===== config.mk =====
export PLATFORM = sky130hd
export DESIGN_NAME = uart_tx
export DESIGN_NICKNAME = d
export VERILOG_FILES = /design/src/rtl/uart_tx_pkg.sv /design/src/rtl/uart_tx_dp.sv /design/src/rtl/uart_tx_ctrl.sv /design/src/rtl/uart_tx.sv
export SDC_FILE = /design/constraint.sdc
export NUM_CORES = 1
export LEC_CHECK = 0
export ABC_AREA = 1
export ABC_CLOCK_PERIOD_IN_PS = 2100
export BUFFER_PORTS_ARGS = -buffer_cell sky130_fd_sc_hd__buf_2
export CORE_MARGIN = 1.5
export CORE_UTILIZATION = 41
export DETAILED_ROUTE_END_ITERATION = 6
export MAX_ROUTING_LAYER = met4
export PLACE_DENSITY_LB_ADDON = 0.15
export SLEW_MARGIN = 20
export SYNTH_ARGS = -nofsm -noshare
export SYNTH_HDL_FRONTEND = slang
export SYNTH_HIERARCHICAL = 1
export SYNTH_SLANG_ARGS = --single-unit

===== constraint.sdc =====
create_clock -name clk -period 2.1 [get_ports clk]
set_input_delay 0.21 -clock clk [delete_from_list [all_inputs] [get_ports clk]]
set_output_delay 0.21 -clock clk [all_outputs]
set_load 0.03 [all_outputs]

===== src/rtl/uart_tx_pkg.sv =====
package uart_tx_pkg;

  localparam int WORD_MAX = 8;
  localparam int WORD_MIN = 5;

  typedef enum logic [2:0] {
    ST_IDLE,
    ST_START,
    ST_DATA,
    ST_PAR,
    ST_STOP1,
    ST_STOP2,
    ST_BRK,
    ST_BRKREC
  } txState_t;

  typedef enum logic [1:0] {
    LN_MARK,
    LN_SPACE,
    LN_DATA,
    LN_PAR
  } lineSel_t;

  // strobes from the sequencer to the datapath
  typedef struct packed {
    logic     load;
    logic     shift;
    logic     clrTick;
    lineSel_t lineSel;
  } txStrobe_t;

endpackage


===== src/rtl/uart_tx_dp.sv =====
module uart_tx_dp
  import uart_tx_pkg::*;
#(
  parameter int OSR = 16
) (
  input  logic                clk,
  input  logic                rst_n,
  input  logic                baudTick,
  input  logic                wrStrobe,
  input  logic [WORD_MAX-1:0] wrData,
  input  logic [5:0]          lineCtrl,
  input  txStrobe_t           stb,
  output logic                bitEnd,
  output logic                lastData,
  output logic                parEn,
  output logic                twoStop,
  output logic                bufFull,
  output logic                txOut
);

  localparam int TICK_W = (OSR > 1) ? $clog2(OSR) : 1;
  localparam int BIT_W  = $clog2(WORD_MAX);
  localparam logic [TICK_W-1:0] TICK_LAST = TICK_W'(OSR - 1);

  logic [WORD_MAX-1:0] holdReg, shiftReg, dataMask;
  logic [TICK_W-1:0]   tickCnt;
  logic [BIT_W-1:0]    bitCnt;
  logic [1:0]          lenCode;
  logic                stopCfg, parEnR, parBit, parNext, onesOdd;

  // parity is worked out from the buffered character as it is loaded
  assign dataMask = {WORD_MAX{1'b1}} >> (2'd3 - lineCtrl[1:0]);
  assign onesOdd  = ^(holdReg & dataMask);

  always_comb begin
    case (lineCtrl[4:3])
      2'b00:   parNext = ~onesOdd;
      2'b01:   parNext = onesOdd;
      2'b10:   parNext = 1'b1;
      default: parNext = 1'b0;
    endcase
  end

  always_ff @(posedge clk or negedge rst_n) begin
    if (!rst_n) begin
      holdReg  <= '0;
      bufFull  <= 1'b0;
      shiftReg <= '0;
      tickCnt  <= '0;
      bitCnt   <= '0;
      lenCode  <= '0;
      stopCfg  <= 1'b0;
      parEnR   <= 1'b0;
      parBit   <= 1'b0;
    end else begin
      if (stb.clrTick)
        tickCnt <= '0;
      else if (baudTick)
        tickCnt <= (tickCnt == TICK_LAST) ? '0 : tickCnt + 1'b1;

      if (stb.load) begin
        shiftReg <= holdReg;
        lenCode  <= lineCtrl[1:0];
        stopCfg  <= lineCtrl[2];
        parEnR   <= lineCtrl[5];
        parBit   <= parNext;
        bitCnt   <= '0;
        bufFull  <= 1'b0;
      end else begin
        if (stb.shift) begin
          shiftReg <= shiftReg >> 1;
          bitCnt   <= bitCnt + 1'b1;
        end
        if (wrStrobe && !bufFull) begin
          holdReg <= wrData;
          bufFull <= 1'b1;
        end
      end
    end
  end

  assign bitEnd   = baudTick && (tickCnt == TICK_LAST);
  assign lastData = (bitCnt == BIT_W'(WORD_MIN - 1) + BIT_W'(lenCode));
  assign parEn    = parEnR;
  assign twoStop  = stopCfg;

  always_comb begin
    case (stb.lineSel)
      LN_SPACE: txOut = 1'b0;
      LN_DATA:  txOut = shiftReg[0];
      LN_PAR:   txOut = parBit;
      default:  txOut = 1'b1;
    endcase
  end

endmodule


===== src/rtl/uart_tx_ctrl.sv =====
module uart_tx_ctrl
  import uart_tx_pkg::*;
(
  input  logic      clk,
  input  logic      rst_n,
  input  logic      sendBreak,
  input  logic      bitEnd,
  input  logic      lastData,
  input  logic      parEn,
  input  logic      twoStop,
  input  logic      bufFull,
  output txStrobe_t stb,
  output logic      txDone
);

  txState_t state, nextState;

  always_ff @(posedge clk or negedge rst_n) begin
    if (!rst_n) state <= ST_IDLE;
    else        state <= nextState;
  end

  always_comb begin
    nextState   = state;
    stb.load    = 1'b0;
    stb.shift   = 1'b0;
    stb.clrTick = 1'b0;
    case (state)
      ST_START, ST_BRK: stb.lineSel = LN_SPACE;
      ST_DATA:          stb.lineSel = LN_DATA;
      ST_PAR:           stb.lineSel = LN_PAR;
      default:          stb.lineSel = LN_MARK;
    endcase

    if (sendBreak) begin
      // break wins over every state and keeps the bit timer at zero
      nextState   = ST_BRK;
      stb.clrTick = 1'b1;
    end else begin
      case (state)
        ST_IDLE:
          if (bufFull) begin
            stb.load    = 1'b1;
            stb.clrTick = 1'b1;
            nextState   = ST_START;
          end
        ST_START:
          if (bitEnd) nextState = ST_DATA;
        ST_DATA:
          if (bitEnd) begin
            stb.shift = 1'b1;
            if (lastData) nextState = parEn ? ST_PAR : ST_STOP1;
          end
        ST_PAR:
          if (bitEnd) nextState = ST_STOP1;
        ST_STOP1:
          if (bitEnd) nextState = twoStop ? ST_STOP2 : ST_IDLE;
        ST_STOP2, ST_BRKREC:
          if (bitEnd) nextState = ST_IDLE;
        ST_BRK: begin
          nextState   = ST_BRKREC;
          stb.clrTick = 1'b1;
        end
        default: nextState = ST_IDLE;
      endcase
    end
  end

  assign txDone = (state == ST_IDLE) && !bufFull;

endmodule


===== src/rtl/uart_tx.sv =====
module uart_tx
  import uart_tx_pkg::*;
#(
  parameter int OSR = 16
) (
  input  logic                clk,
  input  logic                rst_n,
  input  logic                baudTick,
  input  logic [5:0]          lineCtrl,
  input  logic                sendBreak,
  input  logic                wrStrobe,
  input  logic [WORD_MAX-1:0] wrData,
  output logic                txOut,
  output logic                bufEmpty,
  output logic                txDone
);

  txStrobe_t stb;
  logic bitEnd, lastData, parEn, twoStop, bufFull;

  uart_tx_ctrl u_ctrl (
    .clk      (clk),
    .rst_n    (rst_n),
    .sendBreak(sendBreak),
    .bitEnd   (bitEnd),
    .lastData (lastData),
    .parEn    (parEn),
    .twoStop  (twoStop),
    .bufFull  (bufFull),
    .stb      (stb),
    .txDone   (txDone)
  );

  uart_tx_dp #(.OSR(OSR)) u_dp (
    .clk     (clk),
    .rst_n   (rst_n),
    .baudTick(baudTick),
    .wrStrobe(wrStrobe),
    .wrData  (wrData),
    .lineCtrl(lineCtrl),
    .stb     (stb),
    .bitEnd  (bitEnd),
    .lastData(lastData),
    .parEn   (parEn),
    .twoStop (twoStop),
    .bufFull (bufFull),
    .txOut   (txOut)
  );

  assign bufEmpty = !bufFull;

endmodule


* After elaboration in Yosys (flattened, before gate mapping)
Index checks and enable logic that the tools add are counted.
** Storage, ports and cells
- Bits in read-only memories :: 0
- Memories :: 0
- Flip-flop bits (word level) :: 32
- RAM bits :: 0
- Bits in latches :: 0
- Output and inout bits :: 3
- Bits of input ports :: 19
** Cells by class
- Add/subtract/negate cells :: 4
- Shift-type cells :: 1
- Eq/ne operators :: 21
- Bitwise operators :: 3
- $lt $le $gt $ge :: 0
- Multiplexer cells :: 30
- Reductions and logical operators :: 14
- Multipliers :: 0
- Divide/modulo/power cells :: 0
** Operator list (count)
- 3-bit two-way mux :: 12
- 3-bit one-hot mux with 7 select lines :: 1
- 3-bit inequality test (second input constant) :: 6
- 8-bit two-way mux :: 2
- 3-bit equality test (second input constant) :: 4
- 4-bit two-way mux :: 3
- 8-bit AND :: 1
- 8-bit parity :: 1
- 8-bit by 2-bit right shift with 8-bit output (first input constant) :: 1
- 1-bit two-way mux :: 7
- 7-bit AND reduction :: 1
- 2-bit equality test (second input constant) :: 3
- 3-bit by 2-bit equality test with 1-bit output (second input constant) :: 2
- 1-bit one-hot mux with 3 select lines :: 2
- 2-bit one-hot mux with 3 select lines :: 1
- 2-bit nonzero test :: 3
- 4-bit by 1-bit adder with 4-bit output (second input constant) :: 1
- 2-bit by 1-bit equality test with 1-bit output (second input constant) :: 2
- 4-bit equality test (second input constant) :: 1
- 2-bit OR reduction :: 2
- 3-bit by 1-bit adder with 3-bit output (second input constant) :: 1
- 3-bit by 2-bit adder with 3-bit output (first input constant) :: 1
- 3-bit by 1-bit equality test with 1-bit output (second input constant) :: 1
- 3-bit equality test :: 1
- 10 further kinds :: 13

* Depth between registers and ports, before layout
- Word-level depth :: 7
- Gate-level depth with buffers :: 11

* Cells and area by module
Netlist, hierarchy kept.
** Modules (own cells, without submodules)
- uart_tx_dp :: seq. area each 725.7 µm², times used 1, cells each 180, area an instance 1442.6 µm²
- uart_tx_ctrl :: seq. area each 75.1 µm², times used 1, cells each 52, area an instance 306.5 µm²
- uart_tx :: seq. area each 0.0 µm², times used 1, cells each 1, area an instance 3.8 µm²

* Least setup slack after synthesis
Ideal clock, no wire load.
- Kind :: register -> register
- Start :: reg u_dp.tickCnt[0]
- End :: reg u_dp.shiftReg[0]
- Buffers on the path :: 0
- Clock period less this slack :: 1836 ps
- Arrival :: 1754 ps
- Cell stages (with the launch flop) :: 10
- Setup slack :: 264 ps
- Library setup time :: 82 ps
- Cells stage by stage :: dfrtp_1 ha_1 nand3_1 nor2_1 inv_1 nor3_1 inv_1 nand2_2 o22ai_1 a31oi_1
** RTL lines
- from (decl) :: line uart_tx_dp.sv:26 : logic [TICK_W-1:0] tickCnt;
- from (signal assigned) :: line uart_tx_dp.sv:59 : tickCnt <= (tickCnt == TICK_LAST) ? '0 : tickCnt + 1'b1;
- to (signal assigned) :: line uart_tx_dp.sv:62 : shiftReg <= holdReg;
- to (signal assigned) :: line uart_tx_dp.sv:71 : shiftReg <= shiftReg >> 1;
- to (decl) :: line uart_tx_dp.sv:25 : logic [WORD_MAX-1:0] holdReg, shiftReg, dataMask;

==> load_flow_metrics.sql <==
INSERT INTO impl_metrics (metric_group, metric, value, unit) VALUES
('run_status', 'run_status', 'complete, no violations', ''),
('route', 'drt_iter0_drcs', '76', ''),
('cts', 'clock_path_buffers', '2', ''),
('floorplan', 'design.die.area', '4677', 'µm²'),
('worst_setup_path', 'worstSetupPathType', 'reg2reg', ''),
('timing', 'timing.clock.skew', '7.798', 'ps'),
('power', 'leakage', '1.086', 'nW'),
('cts', 'cts.reportedPaths.clkPinSlew', '70', 'ps'),
('power', 'power_total', '2.590', 'mW'),
('worst_setup_path', 'cp_max_fo', '17', ''),
('global_route', 'total_overflow_reported_by_the_global_router', '0', ''),
('synthesis', 'synthesis.yosys.warnings', '6', ''),
('synthesis', 'synth.yosys.seq_area_share', '45.68', '%'),
('cts', 'clock-sinks', '32', ''),
('worst_setup_path', 'cpMaxStageDelayCell', 'dfrtp_1', ''),
('power', 'ir_worst_vdd', '0.5511', 'mV'),
('cts', 'clk-insertion-delay-late', '290', 'ps'),
('global_route', 'grt_first_pass_wirelength', '6.092', 'mm'),
('timing', 'timing.fmax', '549.0', 'MHz'),
('worst_setup_path', 'setup.worst_path.end_class', 'flip-flop', ''),
('worst_setup_path', 'crit_chain', 'inv_2, nand2_1, nor2_1, nand2_1, nor2_1, inv_2, nand3b_4, mux2_2', ''),
('route', 'drt_pre_antenna_iters', '4', ''),
('floorplan', 'die_x', '68.39', 'µm'),
('timing', 'fin_tns_setup', '0', 'ps'),
('layout', 'fraction_of_final_layout_cells_with_drive_strength_greater_than_1', '20.99', '%'),
('route', 'wl_per_cell', '11.40', 'µm'),
('route', 'drt-vias-per-instance', '4.856', ''),
('timing', 'final_critical_path_setup_slack', '278.3', 'ps'),
('synthesis', 'synthesis.area_per_instance', '7.523', 'µm²'),
('synthesis', 'postSynthCellCount', '233', ''),
('floorplan', 'initial_core_util', '43.20', '%'),
('place', 'hpwl_detailed', '2.631', 'mm'),
('layout', 'area_growth', '16.20', '%'),
('run', 'cap_violations', '0', ''),
('timing', 'holdWs', '122.1', 'ps'),
('place', 'preCtsSetupSlack', '275.5', 'ps'),
('timing', 'slew_headroom', '52.57', '%'),
('timing', 'period_minus_slack', '1822', 'ps'),
('layout', 'most_frequent_cells_in_the_layout', 'nand2_1, dfrtp_1, nor2_1, inv_1, buf_2', ''),
('worst_setup_path', 'critPathRequiredTime', '2280', 'ps'),
('route', 'route.final.wire_length', '3.557', 'mm'),
('synthesis', 'synth_cell_types', '26', ''),
('floorplan', 'pin_count', '22', ''),
('layout', 'n_antenna_cell', '0', ''),
('route', 'detail-route-antenna-nets', '0', ''),
('layout', 'num-nets-final', '282', ''),
('timing', 'timing.final.max_slew_violations', '0', ''),
('worst_setup_path', 'crit_path_start_kind', 'flip-flop', ''),
('layout', 'mostFrequentLayoutCell', 'nand2_1', ''),
('global_route', 'antenna_violations_before_repair', '0', ''),
('cts', 'htree_num_levels', '2', ''),
('timing', 'report.final.setup_viol', '0', ''),
('global_route', 'global_route.usage.total', '18.44', '%'),
('route', 'remaining_drc_errors', '0', ''),
('floorplan', 'core_area', '4058', 'µm²'),
('global_route', 'pin_count_of_the_biggest_net_entering_global_routing', '33', ''),
('place', 'port_buffers', '21', ''),
('floorplan', 'placement_rows', '23', ''),
('worst_setup_path', 'max_stage_delay', '440', 'ps'),
('worst_setup_path', 'worstPathArrival', '2000', 'ps'),
('power', 'powerDensity', '1272', 'nW/µm²'),
('timing', 'worst_pin_slew', '711.4', 'ps'),
('route', 'route.vias.total', '1515', ''),
('global_route', 'first_global_vias', '1381', ''),
('cts', 'tritoncts', 'built', ''),
('cts', 'root_buffer', 'clkbuf_8', ''),
('timing', 'timing.final.crit_share', '86.75', '%'),
('min_path', 'min-delay-path-class', 'in2reg', ''),
('cts', 'cts_buffers', '5', ''),
('synthesis', 'mapped_nets', '254', ''),
('timing', 'hold_viol_final', '0', ''),
('timing', 'grt_setup_unrepaired', 'no', ''),
('floorplan', 'floorplan_die_height', '68.39', 'µm'),
('synthesis', 'synth-seq-cells', '32', ''),
('layout', 'fillerInstances', '418', ''),
('place', 'routability_congestion_estimate', '0.7329', ''),
('synthesis', 'post_synth_instance_area', '1753', 'µm²');
## per-layer routing
metal	GRT usage, %	part of all wire, %	up-vias
met5	-	0	-
met3	3.454	4.2	6
li1	-	-	800
met2	28.73	45	30
met4	9.000	1.6	0
met1	22.93	50	679
## sequential cells by signal (all words and copies together), names as in the netlist, 2 cells and up
signal,cells
u_dp/bitCnt,3
u_dp/lenCode,2
u_dp/tickCnt,4
u_dp/shiftReg,8
u_dp/holdReg,8
u_ctrl/state,3
## what timing repair did
action,CTS,global route
endpoints found under the hold margin,11,0
buffers inserted,0,0
hold buffers,1,0
resized for setup,0,0
## cell type report
class                   instances  area (µm²)  share of cell area (%)
well taps                      50       62.56                   3.071
repair buffers                 25       137.6                   6.757
clock buffers                   5       68.82                   3.378
inverters                      32       120.1                   5.897
flip-flops and latches         32       800.8                   39.31
multi-input cells             165       804.5                   39.50
clock inverters                 3       42.54                   2.088
## final timing paths
check                      depth (start not counted)  slack (ps)                     endpoint                         from
hold / removal                                     3         120       u_dp/parEn$_DFFE_PN0P_                  lineCtrl[5]
setup reg to reg                                   8         280  u_dp/holdReg[5]$_DFFE_PN0P_  u_ctrl/state[1]$_DFFE_PN0P_
min in group asynchronous                          2         510       u_dp/parEn$_DFFE_PN0P_                        rst_n
setup / recovery                                   8         280  u_dp/holdReg[5]$_DFFE_PN0P_  u_ctrl/state[1]$_DFFE_PN0P_
hold reg to reg                                    2         480       u_dp/parEn$_DFFE_PN0P_       u_dp/parEn$_DFFE_PN0P_
max in group asynchronous                          2        1130  u_ctrl/state[0]$_DFFE_PN0P_                        rst_n
## Yosys cell counts (all sizes together)
| library cell | instances | area (µm²) |
|---|---|---|
| a21oi | 13 | 65.06 |
| a221oi | 1 | 8.760 |
| a31oi | 2 | 12.51 |
| buf | 4 | 27.52 |
| dfrtp | 32 | 800.8 |
| ha | 2 | 25.02 |
| inv | 32 | 120.1 |
| mux2 | 1 | 11.26 |
| nand2 | 63 | 246.5 |
| nand3 | 23 | 130.1 |
| nand3b | 2 | 31.28 |
| nand4 | 1 | 6.260 |
| nor2 | 34 | 142.6 |
| nor3 | 1 | 5.000 |
| o21ai | 18 | 90.08 |
| o22ai | 2 | 12.51 |
| xnor2 | 1 | 8.760 |
| xor2 | 1 | 8.760 |
## stage by stage
stage	util, %	std cells	instance area, µm²
2_1_floorplan	-	233	1753
3_3_place_gp	47.21	303	1916
3_5_place_dp	47.21	303	1916
4_1_cts	50.20	312	2037
5_1_grt	50.20	312	2037
6_report	50.20	312	2037
## where the power goes
part | internal (mW) | switching [mW] | leakage, nW
clock | 0.351 | 0.237 | 0.0541
combinational | 0.369 | 0.593 | 0.649
sequential | 0.852 | 0.189 | 0.383
## cells by family after synthesis
kind of cell,after synthesis,synth area share (%)
compound gates,36,10.78
mux,1,0.6424
simple gates,124,32.05
flops,32,45.68
buf+inv,36,8.422
xor+xnor,2,0.9995
fa+ha+maj,2,1.427
## worst max-delay path: cells and delay by family, from the launching register on
family | cells | cell delay, ps
AND/OR/NAND/NOR | 5 | 670
buffers and inverters | 2 | 260
flip-flops | 1 | 440
multiplexers | 1 | 350
(Power assumes the default switching activity.)
